$ cat src/rtl/pinbank_pkg.sv
package pinbank_pkg;
    localparam int unsigned REG_BITS = 32;
    localparam int unsigned FN_COUNT = 7;

    // Function order sets the address map
    typedef enum logic [2:0] {
        FN_LEVEL = 3'd0,
        FN_DIR   = 3'd1,
        FN_SET   = 3'd2,
        FN_CLR   = 3'd3,
        FN_RISE  = 3'd4,
        FN_FALL  = 3'd5,
        FN_STAT  = 3'd6
    } fn_e;
endpackage

$ cat src/rtl/pinbank_sync.sv
module pinbank_sync #(
    parameter int unsigned PINS = 64
) (
    input  logic            clk,
    input  logic            rst_n,
    input  logic [PINS-1:0] pin_in,
    output logic [PINS-1:0] lvl,
    output logic [PINS-1:0] rise,
    output logic [PINS-1:0] fall
);
    typedef struct packed {
        logic [PINS-1:0] s1;
        logic [PINS-1:0] s2;
        logic [PINS-1:0] prev;
    } sync_t;

    sync_t st_d, st_q;

    always_comb begin
        st_d      = st_q;
        st_d.s1   = pin_in;
        st_d.s2   = st_q.s1;
        st_d.prev = st_q.s2;
    end

    always_ff @(posedge clk or negedge rst_n) begin
        if (!rst_n) st_q <= '0;
        else        st_q <= st_d;
    end

    assign lvl  = st_q.s2;
    assign rise = st_q.s2 & ~st_q.prev;
    assign fall = ~st_q.s2 & st_q.prev;

    AST_LEVEL_TWO_FLOP: assert property (@(posedge clk) disable iff (!rst_n)
        1'b1 |=> ##1 (lvl == $past(pin_in, 2)));
endmodule

$ cat src/rtl/pinbank_decode.sv
module pinbank_decode
    import pinbank_pkg::*;
#(
    parameter int unsigned WORDS  = 2,
    parameter int unsigned ADDR_W = 6,
    localparam int unsigned PINS   = WORDS * REG_BITS,
    localparam int unsigned WIDX_W = (WORDS > 1) ? $clog2(WORDS) : 1
) (
    input  logic [ADDR_W-1:0]   addr,
    input  logic [REG_BITS-1:0] wdata,
    output logic                hit,
    output fn_e                 fn,
    output logic [WIDX_W-1:0]   word_idx,
    output logic [PINS-1:0]     wide_sel,
    output logic [PINS-1:0]     wide_data
);
    logic [31:0] idx32;

    assign idx32    = 32'(addr[ADDR_W-1:2]);
    assign hit      = idx32 < FN_COUNT * WORDS;
    assign fn       = fn_e'(3'(idx32 / WORDS));
    assign word_idx = WIDX_W'(idx32 % WORDS);

    for (genvar w = 0; w < WORDS; w++) begin : g_word
        logic sel;
        assign sel = hit && (word_idx == WIDX_W'(w));
        assign wide_sel[w*REG_BITS +: REG_BITS]  = {REG_BITS{sel}};
        assign wide_data[w*REG_BITS +: REG_BITS] = sel ? wdata : '0;
    end

    always_comb begin
        assert ($countones({hit, wide_sel}) == 0 || hit); // selection only on a hit
    end
endmodule

$ cat src/rtl/pinbank_ctrl.sv
module pinbank_ctrl
    import pinbank_pkg::*;
#(
    parameter int unsigned  PINS   = 64,
    localparam int unsigned WORDS  = PINS / REG_BITS,
    localparam int unsigned ADDR_W = $clog2(FN_COUNT * WORDS * 4),
    localparam int unsigned WIDX_W = (WORDS > 1) ? $clog2(WORDS) : 1
) (
    input  logic                clk,
    input  logic                rst_n,
    input  logic [ADDR_W-1:0]   bus_addr,
    input  logic                bus_we,
    input  logic [REG_BITS-1:0] bus_wdata,
    output logic [REG_BITS-1:0] bus_rdata,
    input  logic [PINS-1:0]     pin_in,
    output logic [PINS-1:0]     pin_out,
    output logic [PINS-1:0]     pin_oe,
    output logic                irq
);
    typedef struct packed {
        logic [PINS-1:0] out;
        logic [PINS-1:0] dir;
        logic [PINS-1:0] ren;
        logic [PINS-1:0] fen;
        logic [PINS-1:0] stat;
        logic            irq;
    } ctrl_t;

    ctrl_t st_d, st_q;

    logic              hit;
    fn_e               fn;
    logic [WIDX_W-1:0] word_idx;
    logic [PINS-1:0]   wide_sel, wide_data;
    logic [PINS-1:0]   lvl, rise, fall;
    logic [PINS-1:0]   set_mask, clr_mask, stat_clr, ev;

    pinbank_decode #(.WORDS(WORDS), .ADDR_W(ADDR_W)) u_decode (
        .addr      (bus_addr),
        .wdata     (bus_wdata),
        .hit       (hit),
        .fn        (fn),
        .word_idx  (word_idx),
        .wide_sel  (wide_sel),
        .wide_data (wide_data)
    );

    pinbank_sync #(.PINS(PINS)) u_sync (
        .clk    (clk),
        .rst_n  (rst_n),
        .pin_in (pin_in),
        .lvl    (lvl),
        .rise   (rise),
        .fall   (fall)
    );

    assign set_mask = (bus_we && hit && fn == FN_SET)  ? wide_data : '0;
    assign clr_mask = (bus_we && hit && fn == FN_CLR)  ? wide_data : '0;
    assign stat_clr = (bus_we && hit && fn == FN_STAT) ? wide_data : '0;
    assign ev       = (rise & st_q.ren) | (fall & st_q.fen);

    always_comb begin
        st_d     = st_q;
        st_d.out = (st_q.out | set_mask) & ~clr_mask;
        if (bus_we && hit) begin
            case (fn)
                FN_DIR:  st_d.dir = (st_q.dir & ~wide_sel) | wide_data;
                FN_RISE: st_d.ren = (st_q.ren & ~wide_sel) | wide_data;
                FN_FALL: st_d.fen = (st_q.fen & ~wide_sel) | wide_data;
                default: ;
            endcase
        end
        // A fresh event outranks a clear in the same cycle
        st_d.stat = (st_q.stat & ~stat_clr) | ev;
        st_d.irq  = |st_d.stat;
    end

    always_ff @(posedge clk or negedge rst_n) begin
        if (!rst_n) st_q <= '0;
        else        st_q <= st_d;
    end

    always_comb begin
        bus_rdata = '0;
        if (hit) begin
            case (fn)
                FN_LEVEL: bus_rdata = lvl[word_idx*REG_BITS +: REG_BITS];
                FN_DIR:   bus_rdata = st_q.dir[word_idx*REG_BITS +: REG_BITS];
                FN_RISE:  bus_rdata = st_q.ren[word_idx*REG_BITS +: REG_BITS];
                FN_FALL:  bus_rdata = st_q.fen[word_idx*REG_BITS +: REG_BITS];
                FN_STAT:  bus_rdata = st_q.stat[word_idx*REG_BITS +: REG_BITS];
                default:  bus_rdata = '0;
            endcase
        end
    end

    assign pin_out = st_q.out;
    assign pin_oe  = st_q.dir;
    assign irq     = st_q.irq;

    AST_SET_DRIVES_HIGH: assert property (@(posedge clk) disable iff (!rst_n)
        (set_mask != '0) |=> ((pin_out & $past(set_mask)) == $past(set_mask)));
    AST_CLR_DRIVES_LOW: assert property (@(posedge clk) disable iff (!rst_n)
        (clr_mask != '0) |=> ((pin_out & $past(clr_mask)) == '0));
    AST_STAT_STICKY: assert property (@(posedge clk) disable iff (!rst_n)
        1'b1 |=> ((($past(st_q.stat) & ~st_q.stat) & ~$past(stat_clr)) == '0));
    AST_EVENT_BEATS_CLEAR: assert property (@(posedge clk) disable iff (!rst_n)
        ((ev & stat_clr) != '0) |=> ((st_q.stat & $past(ev & stat_clr)) == $past(ev & stat_clr)));
    AST_IRQ_NEEDS_EVENT: assert property (@(posedge clk) disable iff (!rst_n)
        $rose(irq) |-> ($past(ev) != '0));
    AST_LEVEL_WRITE_IGNORED: assert property (@(posedge clk) disable iff (!rst_n)
        (bus_we && hit && fn == FN_LEVEL) |=> ($stable(pin_out) && $stable(pin_oe)));
    AST_MISS_NO_EFFECT: assert property (@(posedge clk) disable iff (!rst_n)
        (bus_we && !hit) |=> ($stable(pin_oe) && $stable(pin_out)));
endmodule

$ cat config.mk
export PLATFORM = sky130hd
export DESIGN_NAME = pinbank_ctrl
export DESIGN_NICKNAME = d
export VERILOG_FILES = /design/src/rtl/pinbank_pkg.sv /design/src/rtl/pinbank_sync.sv /design/src/rtl/pinbank_decode.sv /design/src/rtl/pinbank_ctrl.sv
export SDC_FILE = /design/constraint.sdc
export NUM_CORES = 1
export LEC_CHECK = 0
export BUFFER_PORTS_ARGS = -buffer_cell sky130_fd_sc_hd__buf_2
export CAP_MARGIN = 20
export CORE_UTILIZATION = 60
export DETAILED_ROUTE_END_ITERATION = 7
export PLACE_DENSITY = 0.82
export SYNTH_ARGS = -nofsm -noshare
export SYNTH_HDL_FRONTEND = slang
export SYNTH_SLANG_ARGS = --single-unit
$ cat constraint.sdc
create_clock -name clk -period 7.73 [get_ports clk]
set_clock_uncertainty 0.1 [all_clocks]
set_input_delay 1.546 -clock clk [delete_from_list [all_inputs] [get_ports clk]]
set_output_delay 1.546 -clock clk [all_outputs]
set_load 0.01 [all_outputs]
==> metrics.md <==
| Metric | Value |
|---|---|
| Post-detail-place hpwl | 36.37 mm |
| Number of global-route vias before repair | 15,440 |
| First-pass GRT wire length | 88.24 mm |
| Outcome | complete, no violations |
| Async SR Flop Fraction | 1.000 |
| CP Cell Sequence | buf_2 -> nor2b_1 -> and2_1 -> buf_4 -> a22oi_1 -> a21oi_1 -> nor2_1 -> a211oi_1 -> buf_2 |
| Total Power | 0.006929 W |
| Slew Viols, Final | 0 |
| Period utilization | 0.7881 |
| Setup ws final | 1638 ps |
| Max incr delay on CP | 870 ps |
| Synth area leader | dfrtp_1 |
| Core ar. | 35,570 um2 |
| Gpl congestion | 0.8711 |
| Post-synth EDFFs | 0 |
| Cells after DPL | 2,359 |
| Top-area cell type share of the netlist area | 0.5908 |
| Cell with the most instances after synthesis | dfrtp_1 |
| Final Critical Period | 6092 ps |
| Post-place setup slack | 1715 ps |
| DR vias/cell | 6.278 |
| HP Start | u_sync.st_d[117] |
| GR Util met2 | 0.4906 |
| Crit Path Category | in2out |
| Leading cell types by count after synthesis | dfrtp_1 (513), nand2_1 (205), a21oi_1 (192) |
| Via count | 15,410 |
| Die Span X | 192.3 um |
| Syn nets | 1,973 |
| Worst Hold Class | reg2reg |
| Syn Area/Cell | 11.63 um2 |
| GRT Total Usage | 0.3168 |
| Syn Inst Count | 1,868 |
| Layout area overhead | 11.45% |
| Met3 Track Usage GR | 0.06110 |
| Die Ht | 192.3 um |
| Sequential element share of the synthesized area | 0.5908 |
| Finished Layout Cells | 2,455 |
| Worst R2R Start | u_sync.lvl[16] |
| Pwr dens | 286.1 nW/um2 |
| Remaining antenna violation count | 0 |
| CTS H-tree lvls | 2 |
| Die Area | 36,980 um2 |
| Global route overflow | 0 |
| Distinct cells, synth | 48 |
| First-pass DRT Iterations | 7 |
| GR peak layer | met2 |
| Final setup TNS | 0 ps |
| CP Max Fanout | 20 |
| Slew margin rel. | 0.2201 |
| Register bit count reported by yosys | 513 |
| Fmax | 164.2 MHz |
| Post-CTS Hold Fix Bufs | 0 |
| Post-Syn Area | 21,730 um2 |
| Initial antenna violation count | 2 |
| Clk buf depth | 3 |
| CTS tree | done |
| Data arrival time of the worst path | 4450 ps |
| Unrepaired setup endpoints after global routing | no |
| Synth Flop Type | dfrtp_1 |
| Clock sink count | 513 |
| Crit end category | output port |
| Worst EP required | 6080 ps |
| Final Hold Violating Endpoints | 0 |
| Maximum vdd drop | 0.2059 mV |
| 1st-iter DRT viols | 1,584 |
| Cell leakage power | 10.73 nW |
| Fin area | 24,220 um2 |
| I/O Buffers | 263 |
| Row Count | 69 |
| Area contributors post-synth | dfrtp_1 (59%), mux2_2 (9.1%), a21oi_1 (4.4%) |
| Crit path max-delay family | simple AND/OR/NAND/NOR gates |
| WP buf/inv | 3 |
| Maximum capacitance violations | 0 |
| CTS root buffer | clkbuf_16 |
| GRT met1 Usage | 0.4367 |
| Dpl cell area | 22,510 um2 |
| Share of cells above drive strength 1 | 0.2883 |
| Setup Fix Bufs, Post-CTS | 0 |
| Post-Route WL | 57.69 mm |
| Starting density of the core | 0.6109 |
| Crit path launch | bus_addr[3] |
| Crit path max-delay cell type | and2_1 |
| I/O pins | 266 |
| Setup crit start kind | input port |
| Total Nets Final | 2,057 |
| Worst-margin pin slew | 1170 ps |
| Clk slew on worst S/H paths | 60 ps |
| Crit path top cell by count | buf_2 |
| Post-cts sizing count | 0 |
| Post-route DRC | 0 |
| Pin count of the biggest net entering global routing | 192 |
| # setup viols final | 0 |
| Number of CTS-inserted buffers | 51 |
| Skew-Pair Late Insertion Delay | 600 ps |
| Routed len/inst | 23.50 um |
| Yosys warns | 0 |
[through the flow]
stage	utilization	hold WS, ps
detailed placement	0.6329	235.5
finish	0.6808	245.5
global placement	0.6315	233.6
global route	0.6808	253.5
CTS	0.6799	242.4
floorplan	-	231.2
[worst paths after layout]
kind | endpoint | slack [ps] | cells after the start
max | bus_rdata[12] | 1640 | 9
min | u_sync.lvl[53] | 250 | 0
max reg2reg | irq | 4630 | 7
min reg2reg | u_sync.lvl[53] | 250 | 0
max in group asynchronous | u_sync.st_d[95] | 5070 | 2
min in group asynchronous | pin_out[48] | 930 | 1
[placed cells by master, fill, tap and decap left out, types with 4 or more instances in the layout]
cell | netlist | layout
a221o_1 | 20 | 20
a2bb2oi_1 | 15 | 15
dfrtp_1 | 513 | 513
mux2_2 | 175 | 175
buf_2 | 4 | 260
nand2b_1 | 4 | 4
clkbuf_1 | 115 | 11
nor2_1 | 23 | 18
mux2i_1 | 52 | 52
nor4_1 | 7 | 7
a22oi_1 | 27 | 27
nor2b_1 | 8 | 7
o31a_1 | 7 | 7
a21boi_0 | 20 | 20
buf_4 | 128 | 29
or4_1 | 4 | 4
a21oi_1 | 192 | 192
inv_6 | 0 | 4
nand3_1 | 15 | 15
nor3_2 | 0 | 5
clkbuf_8 | 0 | 15
clkbuf_16 | 0 | 51
a211oi_1 | 12 | 12
or2_2 | 4 | 4
o211ai_1 | 18 | 18
inv_1 | 21 | 21
a21o_1 | 49 | 49
nor3_1 | 10 | 5
o22ai_1 | 76 | 76
nand2_1 | 205 | 204
o31ai_1 | 11 | 11
nand3b_1 | 32 | 32
a221oi_1 | 22 | 22
o21ai_0 | 37 | 37
clkinv_2 | 0 | 7
[area by class of cell]
type,count,area [um2]
Multi-Input combinational cell,1069,7396
Inverter,21,78.83
Fill cell,2515,11350
Tap cell,461,576.8
Clock buffer,77,1524
Clock inverter,15,145.1
Sequential cell,513,12840
Antenna cell,3,7.507
Timing Repair Buffer,296,1652
[metal layers]
layer	wire (um)	part of all wire	vias up
met5	0	0	-
met4	2307	0.040	0
met3	4058	0.070	146
met2	26850	0.47	742
met1	24470	0.42	7803
li1	-	-	6722
[logic make-up after synthesis]
group	synth area share
DFF	0.5908
buffers and inverters	0.07209
AOI/OAI and AO/OA	0.1509
muxes	0.1146
and+or+nand+nor	0.07157
[power breakdown]
group,switching (W),internal [W],total (W)
clock network,0.00103,0.00143,0.00245
logic,0.000587,0.000502,0.00109
registers,0.000300,0.00309,0.00339
Note: power is estimated with default switching activity, not from simulation.
